$ cat src/rtl/spy_tap_pkg.sv
package spy_tap_pkg;
  typedef enum logic [1:0] {
    SPY_OFF   = 2'd0,
    SPY_ALL   = 2'd1,
    SPY_PRESC = 2'd2,
    SPY_RSVD  = 2'd3
  } spy_mode_e;
endpackage

$ cat src/rtl/spy_prescaler.sv
module spy_prescaler #(
  parameter int CNT_W = 16
) (
  input  logic             clk,
  input  logic             rst_n,
  input  logic             enable,
  input  logic [CNT_W-1:0] prescale,
  input  logic             advance,
  output logic             hit
);
  localparam int LIM_W = CNT_W + 1;

  // zero in the prescale field stands for the full 2**CNT_W range
  function automatic logic [LIM_W-1:0] limit_of(input logic [CNT_W-1:0] p);
    if (p == '0) limit_of = {1'b1, {CNT_W{1'b0}}};
    else         limit_of = {1'b0, p};
  endfunction

  function automatic logic [CNT_W-1:0] step(input logic [CNT_W-1:0] c,
                                            input logic [CNT_W-1:0] p);
    logic [LIM_W-1:0] nxt;
    nxt = {1'b0, c} + LIM_W'(1);
    if (nxt >= limit_of(p)) step = '0;
    else                    step = nxt[CNT_W-1:0];
  endfunction

  logic [CNT_W-1:0] cnt_q;

  always_ff @(posedge clk) begin
    if (!rst_n || !enable) cnt_q <= '0;
    else if (advance)      cnt_q <= step(cnt_q, prescale);
  end

  assign hit = (cnt_q == '0);

  AST_CNT_IDLE_STABLE: assert property (@(posedge clk) disable iff (!rst_n)
    (enable && !advance) |=> (!$past(enable) || $stable(cnt_q) || !enable));
  AST_CNT_CLEAR_OFF: assert property (@(posedge clk) disable iff (!rst_n)
    !enable |=> (hit || enable));
endmodule

$ cat src/rtl/spy_len_ctr.sv
module spy_len_ctr #(
  parameter int LEN_W = 16
) (
  input  logic             clk,
  input  logic             rst_n,
  input  logic             word,
  input  logic             last,
  output logic             len_we,
  output logic [LEN_W-1:0] len
);
  logic [LEN_W-1:0] cnt_q;

  function automatic logic [LEN_W-1:0] bump(input logic [LEN_W-1:0] c);
    bump = c + LEN_W'(1);
  endfunction

  always_ff @(posedge clk) begin
    if (!rst_n) begin
      cnt_q  <= '0;
      len_we <= 1'b0;
      len    <= '0;
    end else begin
      len_we <= word && last;
      if (word) begin
        if (last) begin
          len   <= bump(cnt_q);
          cnt_q <= '0;
        end else begin
          cnt_q <= bump(cnt_q);
        end
      end
    end
  end

  AST_LEN_ONE_CYCLE: assert property (@(posedge clk) disable iff (!rst_n)
    len_we |=> !len_we || $past(word && last));
endmodule

$ cat src/rtl/spy_tap.sv
module spy_tap
  import spy_tap_pkg::*;
#(
  parameter int DATA_W = 32,
  parameter int LEN_W  = 16,
  parameter int CNT_W  = 16
) (
  input  logic              clk,
  input  logic              rst_n,
  input  logic [1:0]        mode,
  input  logic [CNT_W-1:0]  prescale,
  input  logic              stall_en,
  input  logic              in_valid,
  output logic              in_ready,
  input  logic [DATA_W-1:0] in_data,
  input  logic              in_last,
  output logic              out_valid,
  input  logic              out_ready,
  output logic [DATA_W-1:0] out_data,
  output logic              out_last,
  output logic              spy_data_we,
  output logic [DATA_W-1:0] spy_data,
  output logic              spy_len_we,
  output logic [LEN_W-1:0]  spy_len,
  input  logic              spy_afull
);
  spy_mode_e mode_e;
  logic at_bnd_q, cap_q;
  logic hit, want, cap_now, hold, xfer, ev_start, presc_on;

  assign mode_e   = spy_mode_e'(mode);
  assign presc_on = (mode_e == SPY_PRESC);
  assign want     = (mode_e == SPY_ALL) || (presc_on && hit);

  // decision: taken on first word, held afterwards
  assign cap_now = at_bnd_q ? (want && (stall_en || !spy_afull)) : cap_q;
  assign hold    = stall_en && spy_afull && in_valid && (at_bnd_q ? want : cap_q);

  assign out_valid = in_valid && !hold;
  assign in_ready  = out_ready && !hold;
  assign out_data  = in_data;
  assign out_last  = in_last;
  assign xfer      = in_valid && in_ready;
  assign ev_start  = xfer && at_bnd_q;

  assign spy_data_we = xfer && cap_now;
  assign spy_data    = in_data;

  always_ff @(posedge clk) begin
    if (!rst_n) begin
      at_bnd_q <= 1'b1;
      cap_q    <= 1'b0;
    end else if (xfer) begin
      at_bnd_q <= in_last;
      cap_q    <= in_last ? 1'b0 : cap_now;
    end
  end

  spy_prescaler #(.CNT_W(CNT_W)) u_presc (
    .clk      (clk),
    .rst_n    (rst_n),
    .enable   (presc_on),
    .prescale (prescale),
    .advance  (ev_start),
    .hit      (hit)
  );

  spy_len_ctr #(.LEN_W(LEN_W)) u_len (
    .clk    (clk),
    .rst_n  (rst_n),
    .word   (spy_data_we),
    .last   (in_last),
    .len_we (spy_len_we),
    .len    (spy_len)
  );

  AST_OFF_NO_COPY: assert property (@(posedge clk) disable iff (!rst_n)
    (ev_start && !want) |-> !spy_data_we);
  AST_DECISION_HELD: assert property (@(posedge clk) disable iff (!rst_n)
    (xfer && !in_last) |=> (cap_q == $past(cap_now)));
  AST_LEN_AFTER_LAST: assert property (@(posedge clk) disable iff (!rst_n)
    spy_len_we |-> $past(spy_data_we && in_last));
  AST_NO_STALL_DEFAULT: assert property (@(posedge clk) disable iff (!rst_n)
    (!stall_en && spy_afull) |-> (in_ready == out_ready && out_valid == in_valid));
  AST_STALL_NO_WRITE: assert property (@(posedge clk) disable iff (!rst_n)
    (stall_en && spy_afull) |-> !spy_data_we);
endmodule

$ cat config.mk
export PLATFORM = sky130hd
export DESIGN_NAME = spy_tap
export DESIGN_NICKNAME = d
export VERILOG_FILES = /design/src/rtl/spy_tap_pkg.sv /design/src/rtl/spy_prescaler.sv /design/src/rtl/spy_len_ctr.sv /design/src/rtl/spy_tap.sv
export SDC_FILE = /design/constraint.sdc
export NUM_CORES = 1
export LEC_CHECK = 0
export CAP_MARGIN = 20
export CELL_PAD_IN_SITES_DETAIL_PLACEMENT = 0
export CELL_PAD_IN_SITES_GLOBAL_PLACEMENT = 1
export CORE_MARGIN = 2
export CORE_UTILIZATION = 25
export DETAILED_ROUTE_END_ITERATION = 10
export DONT_BUFFER_PORTS = 1
export GPL_TIMING_DRIVEN = 0
export PLACE_DENSITY_LB_ADDON = 0.1
export SLEW_MARGIN = 20
export SYNTH_ARGS = -nofsm -noshare
export SYNTH_HDL_FRONTEND = slang
export SYNTH_SLANG_ARGS = --single-unit
$ cat constraint.sdc
create_clock -name clk -period 3.5 [get_ports clk]
set_input_delay 0.525 -clock clk [delete_from_list [all_inputs] [get_ports clk]]
set_output_delay 0.525 -clock clk [all_outputs]
set_load 0.02 [all_outputs]
==> run metrics <==
first-pass GRT wire length 16860 microns; most common cell after layout, fill and taps aside buf_4; Worst EP arrival 3510 ps; placed insts 659; Distinct cells, synth 48; Wirelength per Cell 15.51 microns; clk_lat worst skew 290 ps; combinational family with the most area after synthesis simple AND/OR/NAND/NOR gates; Layout area overhead 12.90%; buffer type at the clock tree root clkbuf_16; Starting Density 25.59%; H-tree Lvls 2; Final Hold Viols 0; status finished clean; gr usage total 13.09%; final WL 10380 microns; Pwr Density 330.0 mW/mm^2; die width 125.7 microns; Worst Path Required 3720 ps; worst clock skew 11.37 ps; Async S/R FF share, synth 0%; static leakage 1.781 nW; worst path bufs/invs 1; Via Count 3237; Max Cap Viol 0; DRC 0; die area 0.01581 sq mm; crit path cell chain ha_2 > nand3_2 > nor3_4 > nand2_1 > or2_2 > nand2_1 > ha_1 > a21o_1 > a21o_1 > a221oi_4 > and2_4 > buf_4 > a32oi_1 > o22ai_1; post-synthesis net count 552; Worst slew margin 50.88%; post-route ant nets 0; mux cell area share after synthesis 0.2702%; Detailed Place HPWL 8034 microns; PnR worst setup slack 206.3 ps; Adder-Cell Fraction of Synth Area 6.754%; antenna violations before repair 0; CP Capture Type flop; post-synthesis compound-gate area fraction 15.74%; CP top delay family simple AND/OR/NAND/NOR gates; critical path class flop to flop; 1st-iter DRT viols 91; Synth Register Bits 51; Largest stage delay, worst path 410 ps; TritonCTS clock tree yes; Synth Area per Inst 7.800 sq um; vias per cell 4.839; hold_buf cts 0; GRT overflow 0; Post-Synth Simple-Gate Area 27.39%; Final setup viols 0; Synth warnings 0; Worst Setup Start Kind flop; FP Rows 44; Worst-Margin Slew 736.8 ps; worst min path class primary input to flop; CTS Buf Count 5; most frequent cells in the layout buf_4, nand2_1, dfxtp_1; # IOs 142; min cycle time layout 3294 ps; reg2reg setup slack 210 ps; fmax 0.3036 GHz; Final GP Congestion 0.7499; DR pass1 iterations 4; cell count after synthesis 475; Primary FF master, synth dfxtp_1; Peak supply drop 191.9 uV; sequential area share after synthesis 27.56%; crit path max fanout 10; Mapped Area 0.003705 sq mm; Core Area 0.01448 sq mm; deepest clock path buffer count 2; Post-Layout Cell Count 669; final critical-path share of the clock period 94.11%; count of final max-slew check failures 0; largest net degree at the start of global routing 17; Min Hold Slack 469.4 ps; ANT cells 0; RSZ-0062 raised after global routing false; die height 125.7 microns; EDFF count, synth 0; # clock sinks 51; # nets final 561; share of cells above drive strength 1 20.62%; CP max-delay cell dfxtp_2; IO buf count 0; worst slack, placed -612.5 ps; clk slew on worst S/H paths 70 ps; vias in the first global route 3188; Post-Synth XOR/XNOR Area 4.019%
[kinds of logic (layout without fill, tap and decap cells)]
group / count (synthesis) / in the layout
AOI/OAI and AO/OA: 79 / 79
DFF: 51 / 51
xor gates and xnor gates: 17 / 17
buffers and inverters: 112 / 122
and+or+nand+nor: 195 / 195
muxes: 1 / 1
adders and majority gates: 20 / 20
[power by group]
part	switching, mW	internal, mW	total [mW]	leakage (nW)
clock	0.231	0.360	0.591	0.0875
combinational	0.125	0.0754	0.200	1.28
sequential	0.00633	0.583	0.590	0.412
total	0.361	1.02	1.38	1.78
[cell usage after synthesis, drive strengths merged (11+ instances only)]
library cell,n,area share [%]
clkbuf,11,1.1
and3,13,2.2
o21ai,15,2.0
inv,27,2.7
buf,74,14
dfxtp,51,28
nor4,14,2.4
nand3,26,3.6
nand4,20,3.5
a21oi,16,2.2
ha,20,6.8
nand2,65,6.6
nor2,14,1.4
[per-layer routing]
layer	vias to the layer above	GRT usage [%]	share of wire (%)
met3	7	2.591	7.1
met4	0	2.780	0.92
met2	124	20.64	44
li1	1638	-	-
met5	-	0	0
met1	1468	18.60	48
[through the flow]
| step | TNS (ps) | utilization (%) | area, sq um | power (mW) |
|---|---|---|---|---|
| 6_report | 0 | 28.89 | 4183 | 1.380 |
| 3_5_place_dp | -8778 | 27.18 | 3935 | 0.8044 |
| 2_1_floorplan | 0 | - | 3705 | 0.7747 |
| 4_1_cts | 0 | 28.80 | 4170 | 1.410 |
| 3_3_place_gp | -9617 | 27.18 | 3935 | 0.8050 |
| 5_1_grt | 0 | 28.89 | 4183 | 1.443 |
[worst register-to-register path, delay by kind of cell, from the launching register on]
family	cells	cell delay (ps)
compound gates	5	990
fa+ha+maj	2	490
buf+inv	1	190
flops	1	410
simple gates	6	1150
[registers in the layout, indices dropped and copies added, names as in the netlist]
name	cells
at_bnd_q	1
cap_q	1
u_len.cnt_q	16
u_len.len	16
u_len.len_we	1
u_presc.cnt_q	16
[repair_timing]
action / 4_1_cts / 5_1_grt
pin swaps: 2 / 1
resized for setup: 7 / 4
endpoints found under the hold margin: 0 / 0
endpoints found under the setup margin: 16 / 16
cloned: 0 / 0
setup buffers: 2 / 0
[final cells by class]
| type | instances | area (sq um) |
|---|---|---|
| Buffer | 85 | 580.6 |
| Clock buffer | 6 | 138.9 |
| Tap cell | 184 | 230.2 |
| Timing Repair Buffer | 2 | 15.01 |
| Sequential cell | 51 | 1022 |
| Fill cell | 1543 | 10300 |
| Clock inverter | 2 | 38.79 |
| Multi-Input combinational cell | 312 | 2056 |
| Inverter | 27 | 101.3 |
[worst paths after layout]
kind | endpoint | cells past startpoint | startpoint
worst max-delay path | u_presc.cnt_q[5] | 14 | u_presc.cnt_q[0]
worst min-delay path | at_bnd_q | 3 | in_valid
worst max register to register | u_presc.cnt_q[5] | 14 | u_presc.cnt_q[0]
worst min register to register | u_len.cnt_q[4] | 2 | u_len.cnt_q[4]
(Power assumes the default switching activity.)
